`config.mk`:
```
export PLATFORM = sky130hd
export DESIGN_NAME = bank_access_splitter
export DESIGN_NICKNAME = d
export VERILOG_FILES = /design/src/rtl/bas_pkg.sv /design/src/rtl/bas_lane_planner.sv /design/src/rtl/bas_lane_driver.sv /design/src/rtl/bas_read_merge.sv /design/src/rtl/bas_sequencer.sv /design/src/rtl/bank_access_splitter.sv
export SDC_FILE = /design/constraint.sdc
export NUM_CORES = 1
export LEC_CHECK = 0
export ABC_AREA = 1
export CAP_MARGIN = 40
export CORE_MARGIN = 2
export CORE_UTILIZATION = 30
export CTS_BUF_LIST = sky130_fd_sc_hd__clkbuf_2 sky130_fd_sc_hd__clkbuf_4 sky130_fd_sc_hd__clkbuf_8
export CTS_CLUSTER_DIAMETER = 30
export CTS_CLUSTER_SIZE = 28
export DETAILED_ROUTE_END_ITERATION = 6
export PLACE_DENSITY = 0.56
export SLEW_MARGIN = 10
export SYNTH_ARGS = -nofsm -noshare
export SYNTH_HDL_FRONTEND = slang
export SYNTH_HIERARCHICAL = 1
export SYNTH_SLANG_ARGS = --single-unit
```
`constraint.sdc`:
```
create_clock -name clk -period 1.8 [get_ports clk]
set_clock_uncertainty 0.2 [all_clocks]
set_input_delay 0.36 -clock clk [delete_from_list [all_inputs] [get_ports clk]]
set_output_delay 0.36 -clock clk [all_outputs]
set_load 0.05 [all_outputs]
```
`src/rtl/bas_pkg.sv`:
```
package bas_pkg;
  typedef enum logic [1:0] {
    LANE_LO   = 2'd0,
    LANE_HI   = 2'd1,
    LANE_BOTH = 2'd2
  } lane_e;

  typedef struct packed {
    logic  two;
    lane_e lane0;
    lane_e lane1;
  } plan_t;

  typedef enum logic {
    ST_IDLE = 1'b0,
    ST_XFER = 1'b1
  } seq_state_e;
endpackage

```
`src/rtl/bas_lane_planner.sv`:
```
module bas_lane_planner
  import bas_pkg::*;
(
  input  logic  is_word,
  input  logic  addr_lsb,
  input  logic  narrow,
  output plan_t plan
);
  always_comb begin
    plan.two   = 1'b0;
    plan.lane0 = LANE_LO;
    plan.lane1 = LANE_LO;
    if (narrow) begin
      plan.two = is_word;
    end else if (is_word) begin
      if (addr_lsb) begin
        plan.two   = 1'b1;
        plan.lane0 = LANE_HI;
      end else begin
        plan.lane0 = LANE_BOTH;
      end
    end else begin
      plan.lane0 = addr_lsb ? LANE_HI : LANE_LO;
    end
  end
endmodule

```
`src/rtl/bas_lane_driver.sv`:
```
module bas_lane_driver
  import bas_pkg::*;
#(
  parameter int BYTE_W = 8
) (
  input  lane_e                  lane,
  input  logic                   second,
  input  logic [2*BYTE_W-1:0]    wdata,
  output logic                   bhe_n,
  output logic [2*BYTE_W-1:0]    lane_wdata
);
  localparam int DATA_W = 2 * BYTE_W;

  logic [BYTE_W-1:0] sel_byte;
  logic [DATA_W-1:0] spread;

  assign sel_byte = second ? wdata[DATA_W-1:BYTE_W] : wdata[BYTE_W-1:0];

  for (genvar g = 0; g < 2; g++) begin : g_spread
    assign spread[g*BYTE_W +: BYTE_W] = sel_byte;
  end

  assign bhe_n      = (lane == LANE_LO);
  assign lane_wdata = (lane == LANE_BOTH) ? wdata : spread;
endmodule

```
`src/rtl/bas_read_merge.sv`:
```
module bas_read_merge
  import bas_pkg::*;
#(
  parameter int BYTE_W = 8
) (
  input  logic                clk,
  input  logic                rst_n,
  input  logic                clear,
  input  logic                capture,
  input  logic                is_read,
  input  lane_e               lane,
  input  logic                second,
  input  logic [2*BYTE_W-1:0] rdata,
  output logic [2*BYTE_W-1:0] acc
);
  localparam int DATA_W = 2 * BYTE_W;

  logic [BYTE_W-1:0] src_byte;

  assign src_byte = (lane == LANE_HI) ? rdata[DATA_W-1:BYTE_W] : rdata[BYTE_W-1:0];

  always_ff @(posedge clk or negedge rst_n) begin
    if (!rst_n) begin
      acc <= '0;
    end else if (clear) begin
      acc <= '0;
    end else if (capture && is_read) begin
      if (lane == LANE_BOTH) begin
        acc <= rdata;
      end else if (second) begin
        acc[DATA_W-1:BYTE_W] <= src_byte;
      end else begin
        acc[BYTE_W-1:0] <= src_byte;
      end
    end
  end

  // a full-width lane only ever occurs as a single, first transfer
  a_r5_word_single: assert property (@(posedge clk) disable iff (!rst_n)
    capture && (lane == LANE_BOTH) |-> !second);
endmodule

```
`src/rtl/bas_sequencer.sv`:
```
module bas_sequencer
  import bas_pkg::*;
#(
  parameter int ADDR_W = 20,
  parameter int DATA_W = 16
) (
  input  logic              clk,
  input  logic              rst_n,
  input  logic              narrow_mode,
  input  logic              req_valid,
  input  logic              req_write,
  input  logic [ADDR_W-1:0] req_addr,
  input  logic [DATA_W-1:0] req_wdata,
  input  plan_t             plan_in,
  input  logic              mem_ack,
  output logic              req_ready,
  output logic              accept,
  output logic              mem_req,
  output logic [ADDR_W-1:0] mem_addr,
  output logic              mem_we,
  output lane_e             cur_lane,
  output logic              second,
  output logic [DATA_W-1:0] wdata_q,
  output logic              narrow_q,
  output logic              rsp_valid
);
  seq_state_e        state;
  plan_t             plan_q;
  logic [ADDR_W-1:0] addr_q;
  logic              we_q;

  assign req_ready = (state == ST_IDLE);
  assign accept    = req_valid && req_ready;
  assign mem_req   = (state == ST_XFER);
  assign mem_addr  = addr_q;
  assign mem_we    = we_q;
  assign cur_lane  = second ? plan_q.lane1 : plan_q.lane0;

  always_ff @(posedge clk or negedge rst_n) begin
    if (!rst_n) begin
      state     <= ST_IDLE;
      plan_q    <= '0;
      addr_q    <= '0;
      we_q      <= 1'b0;
      wdata_q   <= '0;
      narrow_q  <= 1'b0;
      second    <= 1'b0;
      rsp_valid <= 1'b0;
    end else begin
      rsp_valid <= 1'b0;
      case (state)
        ST_IDLE: begin
          if (accept) begin
            plan_q   <= plan_in;
            addr_q   <= req_addr;
            we_q     <= req_write;
            wdata_q  <= req_wdata;
            narrow_q <= narrow_mode;
            second   <= 1'b0;
            state    <= ST_XFER;
          end
        end
        ST_XFER: begin
          if (mem_ack) begin
            if (!second && plan_q.two) begin
              second <= 1'b1;
              addr_q <= addr_q + 1'b1;
            end else begin
              state     <= ST_IDLE;
              rsp_valid <= 1'b1;
            end
          end
        end
        default: state <= ST_IDLE;
      endcase
    end
  end

  // the end-of-access pulse never lasts two cycles
  a_r9_single_pulse: assert property (@(posedge clk) disable iff (!rst_n)
    rsp_valid |=> !rsp_valid);

  // no transfer is requested while a request could be taken
  a_r2_busy_not_ready: assert property (@(posedge clk) disable iff (!rst_n)
    mem_req |-> !req_ready);
endmodule

```
`src/rtl/bank_access_splitter.sv`:
```
module bank_access_splitter
  import bas_pkg::*;
#(
  parameter int ADDR_W = 20,
  parameter int BYTE_W = 8
) (
  input  logic                clk,
  input  logic                rst_n,
  input  logic                narrow_mode,
  input  logic                req_valid,
  output logic                req_ready,
  input  logic                req_write,
  input  logic                req_word,
  input  logic [ADDR_W-1:0]   req_addr,
  input  logic [2*BYTE_W-1:0] req_wdata,
  output logic                mem_req,
  input  logic                mem_ack,
  output logic [ADDR_W-1:0]   mem_addr,
  output logic                mem_we,
  output logic                mem_bhe_n,
  output logic [2*BYTE_W-1:0] mem_wdata,
  input  logic [2*BYTE_W-1:0] mem_rdata,
  output logic                rsp_valid,
  output logic [2*BYTE_W-1:0] rsp_rdata
);
  localparam int DATA_W = 2 * BYTE_W;

  plan_t             plan_req;
  lane_e             cur_lane;
  logic              accept;
  logic              second;
  logic              narrow_q;
  logic [DATA_W-1:0] wdata_q;

  bas_lane_planner u_planner (
    .is_word  (req_word),
    .addr_lsb (req_addr[0]),
    .narrow   (narrow_mode),
    .plan     (plan_req)
  );

  bas_sequencer #(
    .ADDR_W (ADDR_W),
    .DATA_W (DATA_W)
  ) u_seq (
    .clk         (clk),
    .rst_n       (rst_n),
    .narrow_mode (narrow_mode),
    .req_valid   (req_valid),
    .req_write   (req_write),
    .req_addr    (req_addr),
    .req_wdata   (req_wdata),
    .plan_in     (plan_req),
    .mem_ack     (mem_ack),
    .req_ready   (req_ready),
    .accept      (accept),
    .mem_req     (mem_req),
    .mem_addr    (mem_addr),
    .mem_we      (mem_we),
    .cur_lane    (cur_lane),
    .second      (second),
    .wdata_q     (wdata_q),
    .narrow_q    (narrow_q),
    .rsp_valid   (rsp_valid)
  );

  bas_lane_driver #(
    .BYTE_W (BYTE_W)
  ) u_drv (
    .lane       (cur_lane),
    .second     (second),
    .wdata      (wdata_q),
    .bhe_n      (mem_bhe_n),
    .lane_wdata (mem_wdata)
  );

  bas_read_merge #(
    .BYTE_W (BYTE_W)
  ) u_merge (
    .clk     (clk),
    .rst_n   (rst_n),
    .clear   (accept),
    .capture (mem_req && mem_ack),
    .is_read (!mem_we),
    .lane    (cur_lane),
    .second  (second),
    .rdata   (mem_rdata),
    .acc     (rsp_rdata)
  );

  // an unacknowledged transfer keeps every field steady
  a_r2_hold_fields: assert property (@(posedge clk) disable iff (!rst_n)
    mem_req && !mem_ack |=> mem_req && $stable(mem_addr) && $stable(mem_we)
                            && $stable(mem_bhe_n) && $stable(mem_wdata));

  // a transfer following a completed one sits one byte higher, wrapping
  a_r8_next_addr: assert property (@(posedge clk) disable iff (!rst_n)
    mem_req && mem_ack |=> !mem_req || (mem_addr == ADDR_W'($past(mem_addr) + 1'b1)));

  // in 16-bit mode an odd address always enables the high bank
  a_r4_odd_high: assert property (@(posedge clk) disable iff (!rst_n)
    mem_req && !narrow_q && mem_addr[0] |-> !mem_bhe_n);

  // the narrow memory never sees the high-bank enable
  a_r7_narrow_low: assert property (@(posedge clk) disable iff (!rst_n)
    mem_req && narrow_q |-> mem_bhe_n);
endmodule

```
==> flow_summary.ini <==
[routing]
routedWlPerCell_um = 13.7
firstDrtPassIters = 5
antenna_left = 0
viasPerCell = 4.59
drtIter0Drc = 198
num_vias = 4156
drcViolationCount = 0
routed_wl_um = 12400

[worst_setup_path]
worstRegToRegCells = 11
crit_arrival_ns = 1.56
critPathLaunchType = flip-flop
worst-path-max-fanout = 8
cp_data_required_time_ns = 1.24
crit_type = reg2out
crit_path_end_kind = primary output

[synth]
syn-cell-area_sq_mm = 0.00386
syn_inst = 583
yosysWarnings = 6
syn_avg_cell_area_sq_um = 6.62

[worst_hold_path]
hold_class = reg2reg
min_path_cells = 2

[placed_design]
dp_cells = 879
hpwl_um = 8540
place_congestion = 0.853
io_buffers = 115

[sta]
fmax_mhz = 472
setup-tns-final_ns = -5.46
holdWs_ns = 0.290
rsz0062_at_grt = yes
setup_ws_ns = -0.317
setup_viol = 25
min_period_ns = 2.12
min_period_over_period = 1.18
finalHoldViolations = 0
slew_viol_final = 0

[clock_tree]
path_clk_slew_ns = 0.07
clock-sinks = 61
cts_htree_levels = 3
root_buffer = clkbuf_8
cts_tree = built
worst_skew_pair.late_latency_ns = 0.35
clk_path_buf_depth = 2
numCtsBuffers = 9

[global_route]
grt_pass1_vias = 4221
track_usage = 0.179
antenna_found_initial = 0
grt_pass1_wl_um = 20200
grt_max_degree = 62
overflow = 0

[floorplanning]
initial_core_util = 0.307
num_rows = 41
die_w_um = 117
dieArea_sq_mm = 0.0138
core_sq_mm = 0.0126
die_y_um = 117
io_pins = 116

[layout]
fin_cells = 906
diodes = 0
finalNetCount = 789
fillers = 1194
area_growth_pct = 72.5
drive_gt1_frac = 0.278

[run_status]
status = finished with violations
failed_checks = setup timing

[flow_run]
maxCapViolations = 0
==> through the flow <==
stage	area, sq um	worst slack (ns)	util
floorplan	4000	-0.120	-
global placement	6020	-0.0370	0.479
detailed placement	6020	-0.0818	0.479
CTS	6410	-0.347	0.510
global route	6650	-0.417	0.529
finish	6650	-0.317	0.529
==> registers in the layout, indices dropped and copies added, names as in the netlist <==
signal and count:
u_merge/acc 16, u_seq/mem_req 1, u_seq/mem_we 1, u_seq/rsp_valid 1
u_seq/plan_q 5, u_seq/wdata_q 16, u_seq/mem_addr 20, u_seq/second 1
==> critical path: stages (launching register included) <==
cell and delay [ns]:
dfrtp_2 0.44, inv_2 0.08, nand2_2 0.06, nand2_4 0.13, nand2_8 0.11, inv_8 0.11
nand2_2 0.07, nand2_4 0.08, buf_12 0.13
==> final cells by class <==
cell class,count,area [sq um],share of cell area
timing repair buffer,154,2160,0.324
clock buffer,13,173,0.0259
inverter,69,292,0.0438
tap,172,215,0.0323
multi-input combinational,433,2250,0.338
clock inverter,3,18.8,0.00282
sequential,61,1530,0.230
timing repair inverter,1,16.3,0.00244
==> placed cells by master (no fill, tap or decap), types with 9 or more instances in the layout <==
| master | instances |
|---|---|
| buf_4 | 27 |
| o21ai_0 | 13 |
| nand2_2 | 21 |
| nand3_1 | 43 |
| buf_12 | 62 |
| nand2_4 | 27 |
| clkbuf_8 | 12 |
| o21ai_1 | 12 |
| dfrtp_1 | 56 |
| inv_1 | 57 |
| nand2_1 | 217 |
| a21oi_1 | 9 |
| clkdlybuf4s50_1 | 57 |
| nor2_1 | 47 |
==> metal layers <==
layer	vias up	wire, um	GRT usage
li1	2084	-	-
met1	1923	5310	0.220
met2	125	6120	0.303
met3	24	663	0.0389
met4	0	291	0.0761
met5	-	0	0
==> final timing paths <==
kind,start,to,slack [ns]
hold / removal,u_seq/plan_q[1],u_seq/plan_q[1],0.29
max in group asynchronous,rst_n,u_seq/mem_addr[4],0.72
min in group asynchronous,rst_n,u_seq/wdata_q[4],0.32
setup reg to reg,u_seq/second,u_merge/acc[15],-0.06
setup / recovery,u_seq/second,mem_wdata[6],-0.32
hold reg to reg,u_seq/plan_q[1],u_seq/plan_q[1],0.29
==> repair_timing <==
action                                  in CTS  in global routing
pin swaps                                    6                  7
hold buffers                                 1                  0
setup buffers                                2                  4
resized for setup                           42                 37
endpoints found under the setup margin      19                 53
endpoints found under the hold margin       61                  0
cloned                                       2                  4
Power is not shown: default switching activity piles up to over one toggle a cycle in this logic, so the estimate is an artifact.
